==> config.mk <==
export PLATFORM = sky130hd
export DESIGN_NAME = row_sequencer
export DESIGN_NICKNAME = d
export VERILOG_FILES = /design/src/rtl/rowseq_pkg.sv /design/src/rtl/rowseq_ctrl.sv /design/src/rtl/rowseq_phase.sv /design/src/rtl/rowseq_addr.sv /design/src/rtl/row_sequencer.sv
export SDC_FILE = /design/constraint.sdc
export NUM_CORES = 1
export LEC_CHECK = 0
export CORE_MARGIN = 8
export CORE_UTILIZATION = 41
export CTS_BUF_LIST = sky130_fd_sc_hd__clkbuf_8
export DETAILED_ROUTE_END_ITERATION = 16
export GPL_TIMING_DRIVEN = 0
export PLACE_DENSITY = 0.73
export SETUP_SLACK_MARGIN = 0.02
export SYNTH_ARGS = -nofsm -noshare
export SYNTH_HDL_FRONTEND = slang
export SYNTH_HIERARCHICAL = 1
export SYNTH_SLANG_ARGS = --single-unit
==> constraint.sdc <==
create_clock -name clk -period 4.85 [get_ports clk]
set_input_delay 1.2125 -clock clk [delete_from_list [all_inputs] [get_ports clk]]
set_output_delay 1.2125 -clock clk [all_outputs]
set_load 0.02 [all_outputs]
==> src/rtl/rowseq_pkg.sv <==
package rowseq_pkg;
  typedef enum logic [1:0] {
    SEQ_IDLE = 2'd0,
    SEQ_REC  = 2'd1,
    SEQ_PLAY = 2'd2,
    SEQ_CUE  = 2'd3
  } seq_mode_e;
endpackage

==> src/rtl/rowseq_ctrl.sv <==
module rowseq_ctrl
  import rowseq_pkg::*;
#(
  parameter int ADDR_W   = 11,
  parameter int LAST_ROW = 1887
) (
  input  logic              clk,
  input  logic              rst_n,
  input  logic              start_rec,
  input  logic              start_play,
  input  logic              start_cue,
  input  logic              stop,
  input  logic              load,
  input  logic              row_end,
  input  logic              eom_in,
  input  logic              mem_full,
  input  logic [ADDR_W-1:0] row_q,
  output seq_mode_e         mode_q,
  output logic              first_row_q,
  output logic              busy,
  output logic              load_ok,
  output logic              advance
);
  localparam logic [ADDR_W-1:0] PRE_LAST = ADDR_W'(LAST_ROW - 1);

  seq_mode_e mode_d;
  logic      first_row_d;
  logic      idle;
  logic      may_start;

  assign idle      = (mode_q == SEQ_IDLE);
  assign busy      = ~idle;
  assign may_start = idle & ~mem_full;
  assign load_ok   = idle & load & ~start_rec & ~start_play & ~start_cue;
  assign advance   = row_end & ~stop;

  always_comb begin
    mode_d      = mode_q;
    first_row_d = first_row_q;
    if (idle) begin
      if (may_start) begin
        if (start_rec) begin
          mode_d      = SEQ_REC;
          first_row_d = 1'b1;
        end else if (start_play) begin
          mode_d = SEQ_PLAY;
        end else if (start_cue) begin
          mode_d = SEQ_CUE;
        end
      end
    end else if (stop) begin
      mode_d      = SEQ_IDLE;
      first_row_d = 1'b0;
    end else if (row_end) begin
      first_row_d = 1'b0;
      if ((mode_q == SEQ_CUE && eom_in) || row_q == PRE_LAST) begin
        mode_d = SEQ_IDLE;
      end
    end
  end

  always_ff @(posedge clk or negedge rst_n) begin
    if (!rst_n) begin
      mode_q      <= SEQ_IDLE;
      first_row_q <= 1'b0;
    end else begin
      mode_q      <= mode_d;
      first_row_q <= first_row_d;
    end
  end


  cue_exit_chk: assert property (@(posedge clk) disable iff (!rst_n)
    (mode_q == SEQ_CUE && row_end && eom_in && !stop) |=> (mode_q == SEQ_IDLE));


  stop_idle_chk: assert property (@(posedge clk) disable iff (!rst_n)
    (busy && stop) |=> (mode_q == SEQ_IDLE));


  full_start_chk: assert property (@(posedge clk) disable iff (!rst_n)
    (idle && mem_full) |=> idle);
endmodule

==> src/rtl/rowseq_phase.sv <==
module rowseq_phase #(
  parameter int ROW_TICKS = 2048,
  parameter int LOW_TICKS = 64
) (
  input  logic clk,
  input  logic rst_n,
  input  logic busy,
  input  logic step,
  input  logic stop,
  input  logic first_row,
  output logic row_end,
  output logic rac
);
  localparam int PH_W = $clog2(ROW_TICKS + LOW_TICKS);
  localparam logic [PH_W-1:0] END_NORM  = PH_W'(ROW_TICKS - 1);
  localparam logic [PH_W-1:0] END_FIRST = PH_W'(ROW_TICKS + LOW_TICKS - 1);
  localparam logic [PH_W-1:0] LOW_NORM  = PH_W'(ROW_TICKS - LOW_TICKS);
  localparam logic [PH_W-1:0] LOW_FIRST = PH_W'(ROW_TICKS);

  logic [PH_W-1:0] phase_q;
  logic [PH_W-1:0] phase_d;
  logic [PH_W-1:0] row_last;
  logic [PH_W-1:0] low_start;

  assign row_last  = first_row ? END_FIRST : END_NORM;
  assign low_start = first_row ? LOW_FIRST : LOW_NORM;
  assign row_end   = busy & step & (phase_q == row_last);
  assign rac       = ~(busy & (phase_q >= low_start));

  always_comb begin
    phase_d = phase_q;
    if (!busy || stop) begin
      phase_d = '0;
    end else if (step) begin
      phase_d = row_end ? '0 : phase_q + 1'b1;
    end
  end

  always_ff @(posedge clk or negedge rst_n) begin
    if (!rst_n) phase_q <= '0;
    else        phase_q <= phase_d;
  end


  phase_bound_chk: assert property (@(posedge clk) disable iff (!rst_n)
    phase_q <= END_FIRST);


  idle_rac_chk: assert property (@(posedge clk) disable iff (!rst_n)
    !busy |-> rac);


  phase_hold_chk: assert property (@(posedge clk) disable iff (!rst_n)
    (busy && !step && !stop) |=> $stable(phase_q) || !busy);
endmodule

==> src/rtl/rowseq_addr.sv <==
module rowseq_addr #(
  parameter int ADDR_W   = 11,
  parameter int LAST_ROW = 1887,
  parameter int ROW_LSB  = 5
) (
  input  logic                      clk,
  input  logic                      rst_n,
  input  logic                      load_ok,
  input  logic [ADDR_W+ROW_LSB-1:0] load_addr,
  input  logic                      advance,
  output logic [ADDR_W-1:0]         row_q,
  output logic                      full_q
);
  localparam logic [ADDR_W-1:0] LAST = ADDR_W'(LAST_ROW);
  localparam logic [ADDR_W-1:0] PRE  = ADDR_W'(LAST_ROW - 1);

  logic [ADDR_W-1:0] load_row;
  logic [ADDR_W-1:0] row_d;
  logic              full_d;

  assign load_row = ADDR_W'(load_addr >> ROW_LSB);

  always_comb begin
    row_d  = row_q;
    full_d = full_q;
    if (load_ok) begin
      if (load_row >= LAST) begin
        row_d  = LAST;
        full_d = 1'b1;
      end else begin
        row_d  = load_row;
        full_d = 1'b0;
      end
    end else if (advance) begin
      row_d  = row_q + 1'b1;
      full_d = (row_q == PRE);
    end
  end

  always_ff @(posedge clk or negedge rst_n) begin
    if (!rst_n) begin
      row_q  <= '0;
      full_q <= 1'b0;
    end else begin
      row_q  <= row_d;
      full_q <= full_d;
    end
  end


  row_limit_chk: assert property (@(posedge clk) disable iff (!rst_n)
    row_q <= LAST);


  full_row_chk: assert property (@(posedge clk) disable iff (!rst_n)
    full_q |-> (row_q == LAST));


  row_step_chk: assert property (@(posedge clk) disable iff (!rst_n)
    !load_ok |=> (row_q == $past(row_q)) || (row_q == $past(row_q) + 1'b1));
endmodule

==> src/rtl/row_sequencer.sv <==
module row_sequencer
  import rowseq_pkg::*;
#(
  parameter int ADDR_W    = 11,
  parameter int NUM_ROWS  = 1888,
  parameter int ROW_TICKS = 2048,
  parameter int LOW_TICKS = 64
) (
  input  logic              clk,
  input  logic              rst_n,
  input  logic              tick,
  input  logic              fast_tick,
  input  logic              start_rec,
  input  logic              start_play,
  input  logic              start_cue,
  input  logic              stop,
  input  logic              load,
  input  logic [ADDR_W+4:0] load_addr,
  input  logic              eom_in,
  output logic [ADDR_W-1:0] row_addr,
  output logic              rac,
  output logic              busy,
  output logic              end_of_mem
);
  localparam int LAST_ROW = NUM_ROWS - 1;
  localparam int ROW_LSB  = 5;

  logic [1:0] rst_pipe_q;
  logic       rst_sync_n;
  seq_mode_e  mode;
  logic       first_row;
  logic       step;
  logic       row_end;
  logic       load_ok;
  logic       advance;

  // asynchronous assertion, synchronous release
  always_ff @(posedge clk or negedge rst_n) begin
    if (!rst_n) rst_pipe_q <= 2'b00;
    else        rst_pipe_q <= {rst_pipe_q[0], 1'b1};
  end
  assign rst_sync_n = rst_pipe_q[1];

  assign step = (mode == SEQ_CUE) ? fast_tick : tick;

  rowseq_ctrl #(.ADDR_W(ADDR_W), .LAST_ROW(LAST_ROW)) u_ctrl (
    .clk(clk), .rst_n(rst_sync_n),
    .start_rec(start_rec), .start_play(start_play), .start_cue(start_cue),
    .stop(stop), .load(load), .row_end(row_end), .eom_in(eom_in),
    .mem_full(end_of_mem), .row_q(row_addr),
    .mode_q(mode), .first_row_q(first_row), .busy(busy),
    .load_ok(load_ok), .advance(advance)
  );

  rowseq_phase #(.ROW_TICKS(ROW_TICKS), .LOW_TICKS(LOW_TICKS)) u_phase (
    .clk(clk), .rst_n(rst_sync_n), .busy(busy), .step(step), .stop(stop),
    .first_row(first_row), .row_end(row_end), .rac(rac)
  );

  rowseq_addr #(.ADDR_W(ADDR_W), .LAST_ROW(LAST_ROW), .ROW_LSB(ROW_LSB)) u_addr (
    .clk(clk), .rst_n(rst_sync_n), .load_ok(load_ok), .load_addr(load_addr),
    .advance(advance), .row_q(row_addr), .full_q(end_of_mem)
  );


  stop_rac_chk: assert property (@(posedge clk) disable iff (!rst_sync_n)
    (busy && stop) |=> (rac && $stable(row_addr)));


  busy_load_chk: assert property (@(posedge clk) disable iff (!rst_sync_n)
    (busy && load && !row_end) |=> $stable(row_addr));
endmodule

==> metrics <==
gr ovfl total=0; clk root buf=clkbuf_8; Die X=83.82 um; Tcrit/Tclk final=77.90%; max-cap violations=0; Final Hold Fails=0; Critical Path AT=3.92 ns; length in cells of the worst reg-to-reg path=13; Post-route DRC=0; die area=7025 um2; Period minus WS final=3.778 ns; clk_skew=0.003096 ns; insertion delay to the later sink of the worst-skew pair=0.27 ns; Yosys Warn Count=6; sequential-to-total area share from yosys stat=38.49%; slew margin rel.=25.91%; Post-synth EDFFs=0; Area Overhead vs Synth=25.88%; Crit Path Category=in -> reg; Area contributors post-synth=dfrtp_1, ha_1, xnor2_1; io pins=40; DR WL/cell=15.59 um; Via Count=1661; Synth top cells by count=dfrtp_1, nand2_1, inv_1; critical path fanouts, max=10; vias in the first global route=1736; Peak VDD IR=0.0002906 V; GRT Overall Usage=13.45%; Setup WS pre-CTS=0.8224 ns; drt via density=5.593; Initial Util=43.01%; CP Data Required Time=4.99 ns; GPL Wtd Cong=0.8021; DP Wirelength=3.464 mm; # rows=24; Synth Area in XOR/XNOR=7.432%; area leader, netlist=dfrtp_1; #FFs+latches synth=29; FFs w/ async S/R, synth=100.0%; Synth Net Count=239; PD cells=443.7 nW/um2; RSZ-0062 raised after global routing=false; routed wire length=4.629 mm; layout cells sized above 1=8.571%; largest net degree at the start of global routing=28; main combinational cell family by area after synthesis=simple AND/OR/NAND/NOR gates; simple-gate portion of the synthesized area=28.00%; cts repair resizes=0; DIE HEIGHT=83.82 um; Syn Std Cell Area=1886 um2; Synth top area share=38.49%; first-pass GRT wire length=8.010 mm; prevailing post-synth register cell=dfrtp_1; Setup-failing EPs final=0; Mapped Cells=203; CTS tree=yes; run status=finished clean; Max clock buf depth=2; Setup crit start kind=input port; Worst-path clk slew=0.06 ns; hold_buf cts=0; Avg Cell Area, Syn=9.288 um2; number of buffers created by CTS=5; H-tree lvl count=2; setup tns final=0 ns; postcts setup bufs=0; CP endpoint kind=flop; core area=4384 um2; Pre-antenna DRT Iters=4; type of the worst min-delay path=reg -> reg; multiplexer share of the synthesized area=2.389%; Antenna diodes=0; most frequent cell after synthesis=dfrtp_1; Lkg Pwr=0.9834 nW; Max Fclk=264.7 MHz; Port Buf Inserts=34; Slew Viols, Final=0; DRT iter0 DRCs=95; Worst Tran Pin Value=1.111 ns; Compound-Gate Fraction of Synth Area=12.48%; Final WS setup=1.072 ns; synth unique cells=52; Final #Nets=280; initial antenna violation count=0; Total Power=1.053 mW; CTS sink cnt=29; hold depth=0; post-route antenna net violation count=0; Post-Synth Adder-Cell Area=6.636%
-- state kept, by name, summed over array words and instances, names as in the netlist --
signal,cells
rst_pipe_q,2
u_addr/row_q,11
u_addr/full_q,1
u_phase/phase_q,12
u_ctrl/mode_q,2
u_ctrl/first_row_q,1
-- path summary, 6_finish.rpt --
check,startpoint,end,slack [ns]
min in group asynchronous,rst_pipe_q[1],u_phase/phase_q[5],0.47
setup / recovery,tick,u_addr/row_q[9],1.07
max in group asynchronous,rst_n,rst_pipe_q[1],3.64
hold reg to reg,rst_pipe_q[0],rst_pipe_q[1],0.35
hold / removal,rst_pipe_q[0],rst_pipe_q[1],0.35
setup reg to reg,u_ctrl/mode_q[0],u_addr/row_q[9],1.87
-- power breakdown --
| group | switching, mW | internal (mW) | total [mW] | leakage [nW] |
|---|---|---|---|---|
| sequential | 0.112 | 0.303 | 0.415 | 0.377 |
| combinational | 0.223 | 0.222 | 0.445 | 0.557 |
| clock | 0.0962 | 0.0972 | 0.193 | 0.0491 |
-- critical path: stages --
cell             delay (ns)
clkdlybuf4s50_1        0.46
mux2_4                 0.13
buf_2                  0.19
nand3_1                0.12
or4_4                  0.53
buf_6                  0.15
inv_1                  0.09
nor2b_1                0.13
buf_2                  0.22
nand2_1                0.15
nor4_4                 0.29
xnor2_1                0.16
o21ai_1                0.08
-- cells in the final DEF, fill, tap and decap left out, drive strengths merged, types with 2 or more instances in the layout --
cell type and n:
nor2b 3, o21ai 10, buf 4, mux2i 3, nand2b 4, o22a 2, nand3 11, and4b 2
nor2 10, a211oi 2, clkbuf 6, dfrtp 29, nor4 3, nor3 9, nand4 12, o22ai 2
clkdlybuf4s50 34, a21oi 8, or4 2, nand2 20, inv 15, ha 10, and3 5, xor2 4
clkinv 2, xnor2 12
-- layout make-up --
| type | count | area [um2] |
|---|---|---|
| Buffer | 5 | 30.03 |
| Multi-Input combinational cell | 155 | 1077 |
| Sequential cell | 29 | 725.7 |
| Inverter | 14 | 52.55 |
| Tap cell | 52 | 65.06 |
| Clock buffer | 5 | 68.82 |
| Timing Repair Buffer | 34 | 340.3 |
| Fill cell | 397 | 2011 |
| Clock inverter | 3 | 13.76 |
-- cells by family (layout without fill, tap and decap cells) --
| logic type | after synthesis | count (layout) |
|---|---|---|
| simple gates | 89 | 89 |
| compound gates | 35 | 35 |
| flops | 29 | 29 |
| buf+inv | 19 | 61 |
| xor+xnor | 16 | 16 |
| fa+ha+maj | 10 | 10 |
| mux | 4 | 4 |
| other cells | 1 | 1 |
-- layer usage --
metal / up-vias / part of all wire, % / track usage (%)
met5: - / 0 / 0
met4: 0 / 0.32 / 2.826
met3: 2 / 4.0 / 3.516
met2: 32 / 50 / 22.67
met1: 809 / 46 / 16.65
li1: 818 / - / -
-- per-stage QoR --
stage / instance area [um2] / instances / hold WS, ns / utilization [%]
finish: 2374 / 297 / 0.3486 / 54.14
floorplan: 1886 / 203 / 0.3312 / -
global placement: 2291 / 289 / 0.3367 / 52.25
detailed placement: 2291 / 289 / 0.3347 / 52.25
global route: 2374 / 297 / 0.3580 / 54.14
CTS: 2374 / 297 / 0.3493 / 54.14
Power figures use the tool's default switching activity.
